`config.mk`:
```
export PLATFORM = sky130hd
export DESIGN_NAME = uart_tx_dbuf
export DESIGN_NICKNAME = d
export VERILOG_FILES = /design/src/rtl/utx_pkg.sv /design/src/rtl/utx_hold.sv /design/src/rtl/utx_bitclk.sv /design/src/rtl/utx_shifter.sv /design/src/rtl/uart_tx_dbuf.sv
export SDC_FILE = /design/constraint.sdc
export NUM_CORES = 1
export LEC_CHECK = 0
export ABC_CLOCK_PERIOD_IN_PS = 2800
export BUFFER_PORTS_ARGS = -buffer_cell sky130_fd_sc_hd__buf_2
export CORE_MARGIN = 8
export CORE_UTILIZATION = 55
export DETAILED_ROUTE_END_ITERATION = 10
export GPL_ROUTABILITY_DRIVEN = 0
export HOLD_SLACK_MARGIN = 0.05
export MAX_ROUTING_LAYER = met4
export PLACE_DENSITY = 0.85
export RECOVER_POWER = 100
export SYNTH_ARGS = -nofsm -noshare
export SYNTH_HDL_FRONTEND = slang
export SYNTH_SLANG_ARGS = --single-unit
```
`constraint.sdc`:
```
create_clock -name clk -period 2.8 [get_ports clk]
set_clock_uncertainty 0.1 [all_clocks]
set_input_delay 0.56 -clock clk [delete_from_list [all_inputs] [get_ports clk]]
set_output_delay 0.56 -clock clk [all_outputs]
set_load 0.01 [all_outputs]
```
`src/rtl/utx_pkg.sv`:
```
package utx_pkg;

    typedef enum logic [2:0] {
        ST_IDLE   = 3'd0,
        ST_START  = 3'd1,
        ST_DATA   = 3'd2,
        ST_PARITY = 3'd3,
        ST_STOP   = 3'd4
    } tx_state_e;

    localparam logic [2:0] PM_NONE  = 3'd0;
    localparam logic [2:0] PM_EVEN  = 3'd1;
    localparam logic [2:0] PM_ODD   = 3'd2;
    localparam logic [2:0] PM_SPACE = 3'd3;
    localparam logic [2:0] PM_MARK  = 3'd4;

    // True when the mode code inserts a parity bit into the frame
    function automatic logic par_present(input logic [2:0] mode);
        return (mode == PM_EVEN) || (mode == PM_ODD) ||
               (mode == PM_SPACE) || (mode == PM_MARK);
    endfunction

    // Parity bit value, given the XOR reduction of the data bits
    function automatic logic par_pick(input logic [2:0] mode, input logic data_xor);
        logic r;
        unique case (mode)
            PM_EVEN:  r = data_xor;
            PM_ODD:   r = ~data_xor;
            PM_MARK:  r = 1'b1;
            default:  r = 1'b0;
        endcase
        return r;
    endfunction

endpackage

```
`src/rtl/utx_hold.sv`:
```
module utx_hold #(
    parameter int DW = 8
) (
    input  logic          clk,
    input  logic          rst_n,
    input  logic          en,
    input  logic          wr_stb,
    input  logic [DW-1:0] wr_data,
    input  logic          take,
    output logic          full,
    output logic [DW-1:0] data
);

    // One-entry holding register; writes while full are dropped
    always_ff @(posedge clk or negedge rst_n) begin
        if (!rst_n) begin
            full <= 1'b0;
            data <= '0;
        end else if (!en) begin
            full <= 1'b0;
            data <= '0;
        end else if (wr_stb && !full) begin
            full <= 1'b1;
            data <= wr_data;
        end else if (take) begin
            full <= 1'b0;
        end
    end

endmodule

```
`src/rtl/utx_bitclk.sv`:
```
module utx_bitclk #(
    parameter int TICKS = 16
) (
    input  logic clk,
    input  logic rst_n,
    input  logic clr,
    input  logic baud_tick,
    output logic bit_end
);

    localparam int CW = (TICKS > 1) ? $clog2(TICKS) : 1;
    localparam logic [CW-1:0] LAST = CW'(TICKS - 1);

    logic [CW-1:0] cnt;

    always_ff @(posedge clk or negedge rst_n) begin
        if (!rst_n) begin
            cnt <= '0;
        end else if (clr) begin
            cnt <= '0;
        end else if (baud_tick) begin
            cnt <= (cnt == LAST) ? '0 : cnt + 1'b1;
        end
    end

    always_comb bit_end = !clr && baud_tick && (cnt == LAST);

endmodule

```
`src/rtl/utx_shifter.sv`:
```
module utx_shifter
    import utx_pkg::*;
#(
    parameter int DW = 8
) (
    input  logic          clk,
    input  logic          rst_n,
    input  logic          en,
    input  logic          baud_tick,
    input  logic          bit_end,
    input  logic          hold_full,
    input  logic [DW-1:0] hold_data,
    input  logic [2:0]    par_mode,
    output logic          take,
    output logic          txd,
    output logic          idle
);

    localparam int IW = (DW > 1) ? $clog2(DW) : 1;
    localparam logic [IW-1:0] IDX_LAST = IW'(DW - 1);

    tx_state_e     state, state_nx;
    logic [DW-1:0] sh;
    logic [IW-1:0] idx;
    logic          par_on, par_val;

    // Load request: from idle on any tick, or chained at the stop-bit end
    always_comb take = en && baud_tick && hold_full &&
                       ((state == ST_IDLE) || ((state == ST_STOP) && bit_end));

    always_comb begin
        state_nx = state;
        unique case (state)
            ST_IDLE:   if (take) state_nx = ST_START;
            ST_START:  if (bit_end) state_nx = ST_DATA;
            ST_DATA:   if (bit_end && (idx == IDX_LAST))
                           state_nx = par_on ? ST_PARITY : ST_STOP;
            ST_PARITY: if (bit_end) state_nx = ST_STOP;
            ST_STOP:   if (bit_end) state_nx = take ? ST_START : ST_IDLE;
            default:   state_nx = ST_IDLE;
        endcase
    end

    // State register
    always_ff @(posedge clk or negedge rst_n) begin
        if (!rst_n)    state <= ST_IDLE;
        else if (!en)  state <= ST_IDLE;
        else           state <= state_nx;
    end

    // Shift datapath
    always_ff @(posedge clk or negedge rst_n) begin
        if (!rst_n) begin
            sh      <= '0;
            idx     <= '0;
            par_on  <= 1'b0;
            par_val <= 1'b0;
        end else if (!en) begin
            sh      <= '0;
            idx     <= '0;
            par_on  <= 1'b0;
            par_val <= 1'b0;
        end else if (take) begin
            sh      <= hold_data;
            idx     <= '0;
            par_on  <= par_present(par_mode);
            par_val <= par_pick(par_mode, ^hold_data);
        end else if (bit_end && (state == ST_DATA)) begin
            sh  <= sh >> 1;
            idx <= idx + 1'b1;
        end
    end

    // Outputs
    always_comb begin
        unique case (state)
            ST_START:  txd = 1'b0;
            ST_DATA:   txd = sh[0];
            ST_PARITY: txd = par_val;
            default:   txd = 1'b1;
        endcase
        idle = (state == ST_IDLE);
    end

endmodule

```
`src/rtl/uart_tx_dbuf.sv`:
```
module uart_tx_dbuf #(
    parameter int DATA_W        = 8,
    parameter int TICKS_PER_BIT = 16
) (
    input  logic              clk,
    input  logic              rst_n,
    input  logic              tx_en,
    input  logic [2:0]        par_mode,
    input  logic              wr_stb,
    input  logic [DATA_W-1:0] wr_data,
    input  logic              baud_tick,
    output logic              tx_ready,
    output logic              tx_empty,
    output logic              txd
);

    logic              hold_full;
    logic [DATA_W-1:0] hold_data;
    logic              take;
    logic              idle;
    logic              bit_end;

    utx_hold #(.DW(DATA_W)) u_hold (
        .clk     (clk),
        .rst_n   (rst_n),
        .en      (tx_en),
        .wr_stb  (wr_stb),
        .wr_data (wr_data),
        .take    (take),
        .full    (hold_full),
        .data    (hold_data)
    );

    utx_bitclk #(.TICKS(TICKS_PER_BIT)) u_bitclk (
        .clk       (clk),
        .rst_n     (rst_n),
        .clr       (!tx_en || idle),
        .baud_tick (baud_tick),
        .bit_end   (bit_end)
    );

    utx_shifter #(.DW(DATA_W)) u_shift (
        .clk       (clk),
        .rst_n     (rst_n),
        .en        (tx_en),
        .baud_tick (baud_tick),
        .bit_end   (bit_end),
        .hold_full (hold_full),
        .hold_data (hold_data),
        .par_mode  (par_mode),
        .take      (take),
        .txd       (txd),
        .idle      (idle)
    );

    always_comb begin
        tx_ready = tx_en && !hold_full;
        tx_empty = tx_en && !hold_full && idle;
    end

endmodule

```
==> results of run 1 <==
## through the flow
stage	power (mW)	utilization [%]	cell area (µm²)	hold slack, ps
2_1_floorplan	0.5243	-	1577	164.4
3_3_place_gp	0.5514	60.23	1647	383.8
3_5_place_dp	0.5561	60.23	1647	387.4
4_1_cts	0.7981	62.24	1702	140.8
5_1_grt	0.8330	61.46	1680	356.1
6_report	0.7835	61.46	1680	358.6
## how the worst max path moves through the flow
| stage | slack (ps) | startpoint | endpoint |
|---|---|---|---|
| final | 540 | u_bitclk.cnt[0] | u_shift.idx[0] |
| after CTS | 750 | u_shift.state[0] | txd |
| after detailed placement | 790 | baud_tick | u_shift.sh[6] |
| after global routing | 370 | u_bitclk.cnt[0] | u_shift.idx[0] |
| after global placement | 840 | baud_tick | u_shift.sh[4] |
| after floorplan | 910 | baud_tick | u_shift.sh[7] |
## synthesized netlist by cell type, types with 3 or more instances
library cell / n
a21oi_1: 14
xnor2_1: 8
ha_1: 3
nand2b_1: 3
o2bb2ai_2: 7
mux2i_1: 10
a22o_1: 3
nand3_1: 3
inv_1: 3
nor2_1: 12
dfrtp_1: 29
buf_6: 3
nand2_1: 23
## layout make-up
cell class | count | area (µm²) | area share, %
clock buffer | 5 | 37.54 | 2.234
inverter | 3 | 11.26 | 0.6701
clock inverter | 3 | 17.52 | 1.042
multi-input combinational | 112 | 764.5 | 45.50
tap | 31 | 38.79 | 2.308
timing repair buffer | 18 | 85.08 | 5.063
sequential | 29 | 725.7 | 43.19
## power groups by stage
stage	Clock (mW)	Sequential (mW)	Combinational, mW
global route	0.275	0.444	0.114
finish	0.240	0.442	0.101
global placement	0	0.450	0.102
floorplan	0	0.445	0.0789
detailed placement	0	0.450	0.106
CTS	0.250	0.442	0.106
## logic make-up after synthesis
family | share of synthesized area [%]
and+or+nand+nor | 17.14
AOI/OAI and AO/OA | 17.94
DFF | 46.03
buffers and inverters | 4.444
muxes | 7.064
xor gates and xnor gates | 5.000
adders and majority gates | 2.381
## state kept, by name, summed over array words and instances, names as in the netlist
signal,cells
u_hold.data,8
u_shift.sh,8
u_bitclk.cnt,4
u_shift.idx,3
u_shift.state,3
u_hold.full,1
u_shift.par_on,1
u_shift.par_val,1
## metal layers
metal  GRT usage [%]  vias to the layer above  part of all wire [%]
met5               -                        -                     0
met4           7.289                        0                   2.7
met3           5.722                        9                   5.4
met2           21.41                       28                    49
met1           14.91                      538                    43
li1                -                      570                     -
## critical path, stage by stage (launching register included)
cell       delay [ps]
dfrtp_1           430
ha_1              250
nand4_1           220
nor2_1             90
o2bb2ai_1         180
and2_0            650
mux2_2            290
==> flow_summary.json, run 1 <==
{
  "status": "completed",
  "reg2reg_to": "u_shift.idx[0]",
  "cp-start-kind": "flop",
  "grt_max_degree": 30,
  "row_count": 19,
  "p_leak_nw": 0.7259,
  "numCtsBuffers": 5,
  "maxSlewViolCount": 0,
  "end_kind": "flop",
  "core_um2": 2734,
  "p_int_mw": 0.5658,
  "yosys_warnings": 0,
  "via_count": 1145,
  "yosysTopAreaCellShare_pct": 46.03,
  "grtUsageTotal_pct": 13.87,
  "most-common-layout-cells": "dfrtp_1, nand2_1, a21oi_1, buf_2, nor2_1",
  "synthFlopType": "dfrtp_1",
  "synthDistinctLibCells": 39,
  "netlist_area_um2": 1577,
  "final_common_cell": "dfrtp_1",
  "ys_seq_area_share_pct": 46.03,
  "p_per_area_nw_per_um2": 466.3,
  "p_sw_share_pct": 27.78,
  "grt_overflow": 0,
  "min-delay-start": "wr_data[5]",
  "reg2reg_depth": 6,
  "ys_top_cells_by_area": "dfrtp_1, o2bb2ai_2, mux2i_1, nand2_1, a21oi_1",
  "synth_seq_cells": 29,
  "initial_core_util_pct": 57.67,
  "power_frac_clock_pct": 30.7,
  "grt_pass1_vias": 1164,
  "combPwrFrac_pct": 12.9,
  "fin_tns_setup_ps": 0,
  "worstSkewPairLatency_ps": 330,
  "cts_sinks": 29,
  "clock-root-buffer": "clkbuf_4",
  "async_flop_share_pct": 100.0,
  "dp_slack_ps": 793.0,
  "power_switching_mw": 0.2177,
  "die_w_um": 69.54,
  "drc": 0,
  "cts.hold.buffers_added": 0,
  "slew_headroom_pct": 0.9397,
  "antenna_found_initial": 0,
  "syn_nets": 171,
  "finalWorstSetupSlack_ps": 539.5,
  "synth_edf_count": 0,
  "drv_cap": 0,
  "worstReg2RegStart": "u_bitclk.cnt[0]",
  "route.antenna.remaining_nets": 0,
  "avgSynthCellArea_um2": 10.37,
  "area_growth_pct": 6.587,
  "drt-total-wl_um": 3137,
  "drt_iter0_drc": 47,
  "dp_hpwl_um": 2318,
  "grt_pass1_wl_um": 5271,
  "cts_tree": "yes",
  "crit_fanout": 11,
  "die-height_um": 69.54,
  "placed_cells": 193,
  "max_freq_ghz": 0.4424,
  "post_cts_buffers": 0,
  "power_frac_seq_pct": 56.4,
  "cts_resized": 0,
  "cts_buffer_depth": 2,
  "worst_pin_slew_ps": 1486,
  "rsz0062_at_grt": "no",
  "clkTransAtPathRegs_ps": 100,
  "io_pins": 19,
  "finalCritPeriodShare_pct": 80.73,
  "syn_inst": 152,
  "finalHoldViolations": 0,
  "h-tree-depth": 2,
  "path_class": "flop to flop",
  "hold_depth": 3,
  "fin_crit_ps": 2260,
  "fillers": 232,
  "yosys.area.top_type": "dfrtp_1",
  "dr.pass1.iters": 4,
  "layout.cells.non_filler": 201,
  "viasPerCell": 5.697,
  "r2r_slack_ps": 540,
  "min_to": "u_hold.data[5]",
  "setup_viol": 0,
  "portBuffers": 18,
  "diodes": 0,
  "drive_gt1_share_pct": 18.24,
  "nets": 188,
  "hp-class": "primary input to flop",
  "ir_worst_vdd_v": 0.0003607,
  "die_area_um2": 4836,
  "wire_per_inst_um": 15.61,
  "cp.required_ps": 2980,
  "cp.arrival_ps": 2440
}
Power figures use the tool's default switching activity.
==> run 2, diff against run 1 <==
--- a/config.mk
+++ b/config.mk
@@ -5,15 +5,16 @@
 export SDC_FILE = /design/constraint.sdc
 export NUM_CORES = 1
 export LEC_CHECK = 0
-export ABC_CLOCK_PERIOD_IN_PS = 2800
+export ABC_AREA = 1
+export ABC_CLOCK_PERIOD_IN_PS = 1900
 export BUFFER_PORTS_ARGS = -buffer_cell sky130_fd_sc_hd__buf_2
 export CORE_MARGIN = 8
-export CORE_UTILIZATION = 55
+export CORE_UTILIZATION = 52
 export DETAILED_ROUTE_END_ITERATION = 10
 export GPL_ROUTABILITY_DRIVEN = 0
 export HOLD_SLACK_MARGIN = 0.05
 export MAX_ROUTING_LAYER = met4
-export PLACE_DENSITY = 0.85
+export PLACE_DENSITY = 0.84
 export RECOVER_POWER = 100
 export SYNTH_ARGS = -nofsm -noshare
 export SYNTH_HDL_FRONTEND = slang
==> constraint.sdc (replaced) <==
create_clock -name clk -period 1.9 [get_ports clk]
set_clock_uncertainty 0.1 [all_clocks]
set_input_delay 0.38 -clock clk [delete_from_list [all_inputs] [get_ports clk]]
set_output_delay 0.38 -clock clk [all_outputs]
set_load 0.01 [all_outputs]
==> run 2 against run 1 <==
  * Highest routed layer unchanged
  * Largest power group unchanged
  * First-iteration DRC count increased by 74%
  * Setup slack got worse by 430 ps
  * Register-to-register slack got worse by 330 ps
  * Area after synthesis increased by 9.1%
  * Die area increased by 12%
  * Combinational power increased to 6.4 times the previous value
  * Critical path type is now flop to output pin
==> flow_summary.json, run 2 <==
{
  "finalWorstSetupSlack_ps": 110.9,
  "finalInstanceArea_um2": 1946,
  "core_um2": 3258,
  "dr.pass1.iters": 4,
  "cts_sinks": 29,
  "grtUsageTotal_pct": 15.46,
  "p_total_mw": 1.751,
  "worst_pin_slew_ps": 718.1,
  "initial_core_util_pct": 52.80,
  "fillers": 311,
  "rsz0062_at_grt": "no",
  "yosys.area.top_type": "dfrtp_1",
  "portBuffers": 18,
  "drt-total-wl_um": 3568,
  "cp_num_buf_inv": 3,
  "dp_hpwl_um": 2687,
  "slowest_delay_ps": 440,
  "cp.required_ps": 1420,
  "cp-start-kind": "flop",
  "cts_tree": "yes",
  "clkTransAtPathRegs_ps": 90,
  "finalHoldViolations": 0,
  "p_leak_nw": 1.022,
  "clock-root-buffer": "clkbuf_4",
  "synth.cells.most_frequent": "nand2_1, dfrtp_1, nand3_1",
  "synthDistinctLibCells": 29,
  "synth.most_common_cell": "nand2_1",
  "fin_tns_setup_ps": 0,
  "drive_gt1_share_pct": 21.07,
  "crit_fanout": 4,
  "die_w_um": 73.52,
  "ir_worst_vdd_v": 0.0004420,
  "drc": 0,
  "path_cells": "buf_4, inv_1, nand2_1, nand4_1, clkbuf_1",
  "layout.cells.non_filler": 307,
  "die_area_um2": 5405,
  "cts_buffer_depth": 2,
  "yosys_warnings": 0,
  "area_growth_pct": 13.09,
  "setup_viol": 0,
  "register_area_um2": 728.2,
  "p_per_area_nw_per_um2": 900.2,
  "wire_per_inst_um": 11.62,
  "placed_cells": 294,
  "grt_overflow": 0,
  "cp_slowest_cell": "dfrtp_2",
  "end_kind": "output pin",
  "avgSynthCellArea_um2": 7.416,
  "dp_slack_ps": 165.6,
  "grt_pass1_vias": 1445,
  "viasPerCell": 5.026,
  "h-tree-depth": 2,
  "worstSkewPairLatency_ps": 320,
  "async_flop_share_pct": 100.0,
  "syn_nets": 251,
  "final_common_cell": "nand2_1",
  "numCtsBuffers": 5,
  "synth_seq_cells": 29,
  "cp.arrival_ps": 1310,
  "fin_crit_ps": 1789,
  "row_count": 21,
  "antenna_found_initial": 0,
  "grt_pass1_wl_um": 6361,
  "status": "completed",
  "crit_family": "flip-flops",
  "multi_input_area_um2": 868.3,
  "syn_inst": 232,
  "slew_headroom_pct": 52.13,
  "path_class": "flop to output pin",
  "drt_iter0_drc": 82,
  "largestRegisters": "u_hold.data (8), u_shift.sh (8), u_bitclk.cnt (4)",
  "yosysTopAreaCellShare_pct": 42.18,
  "die-height_um": 73.52,
  "ys_seq_area_share_pct": 42.18,
  "nets": 279,
  "most-common-layout-cells": "nand2_1, dfrtp_1, nand3_1",
  "drv_cap": 0,
  "synth_edf_count": 0,
  "postPlaceCellArea_um2": 1856,
  "maxSlewViolCount": 0,
  "io_pins": 19,
  "via_count": 1543,
  "hp-class": "primary input to flop",
  "route.antenna.remaining_nets": 0,
  "diodes": 0,
  "ys_top_cells_by_area": "dfrtp_1, nand2_1, nand3_1, inv_1, o21ai_2",
  "max_freq_ghz": 0.5590,
  "grt_max_degree": 30,
  "netlist_area_um2": 1720,
  "finalCritPeriodShare_pct": 94.16,
  "synthFlopType": "dfrtp_1"
}
[run 2: path summary, 6_finish.rpt]
check,from,endpoint,slack (ps),depth (start not counted)
min reg2reg,u_shift.idx[1],u_shift.idx[1],380,2
max,u_shift.state[0],txd,110,5
min in group asynchronous,rst_n,u_bitclk.cnt[3],530,2
max in group asynchronous,rst_n,u_shift.state[1],660,2
min,wr_data[6],u_hold.data[6],180,3
max reg2reg,u_bitclk.cnt[0],u_shift.sh[7],210,10
[run 2: layout make-up]
cell class,instances,area share [%]
Clock buffer,8,2.508
Multi-Input combinational cell,173,44.63
Sequential cell,29,37.43
Timing Repair Buffer,24,7.010
Inverter,27,5.466
Tap cell,46,2.958
[run 2: logic make-up after synthesis]
kind of cell / synth area share, %
simple gates: 36.22
buf+inv: 7.199
flops: 42.18
compound gates: 10.11
xor+xnor: 1.528
fa+ha+maj: 2.182
mux: 0.5818
[run 2: timing repair]
item,in CTS,in global routing
resized for setup,0,3
setup buffers,0,4
endpoints found under the hold margin,29,0
hold buffers,1,0
setup endpoints to repair,0,3
[run 2: stage by stage]
stage	util (%)	hold slack, ps
2_1_floorplan	-	-15.59
3_3_place_gp	56.95	339.1
3_5_place_dp	56.95	341.4
4_1_cts	58.76	177.0
5_1_grt	59.72	182.9
6_report	59.72	184.5
[run 2: per-layer routing]
| layer | vias to the layer above | global-route usage, % | wire, µm |
|---|---|---|---|
| met1 | 708 | 17.74 | 1617 |
| met3 | 7 | 4.638 | 157 |
| met2 | 32 | 25.00 | 1737 |
| li1 | 796 | - | - |
| met5 | - | - | 0 |
| met4 | 0 | 5.322 | 55 |
[run 2: report_power, final]
part	switching (mW)	internal (mW)	total, mW
Sequential	0.0717	0.678	0.749
Combinational	0.408	0.243	0.651
Clock	0.204	0.147	0.351
Total	0.683	1.07	1.75
[run 2: worst register-to-register path, delay by kind of cell, from the launching register on]
| kind | cells | cell delay, ps |
|---|---|---|
| compound gates | 1 | 70 |
| flops | 1 | 420 |
| fa+ha+maj | 1 | 220 |
| simple gates | 6 | 600 |
| buf+inv | 2 | 220 |
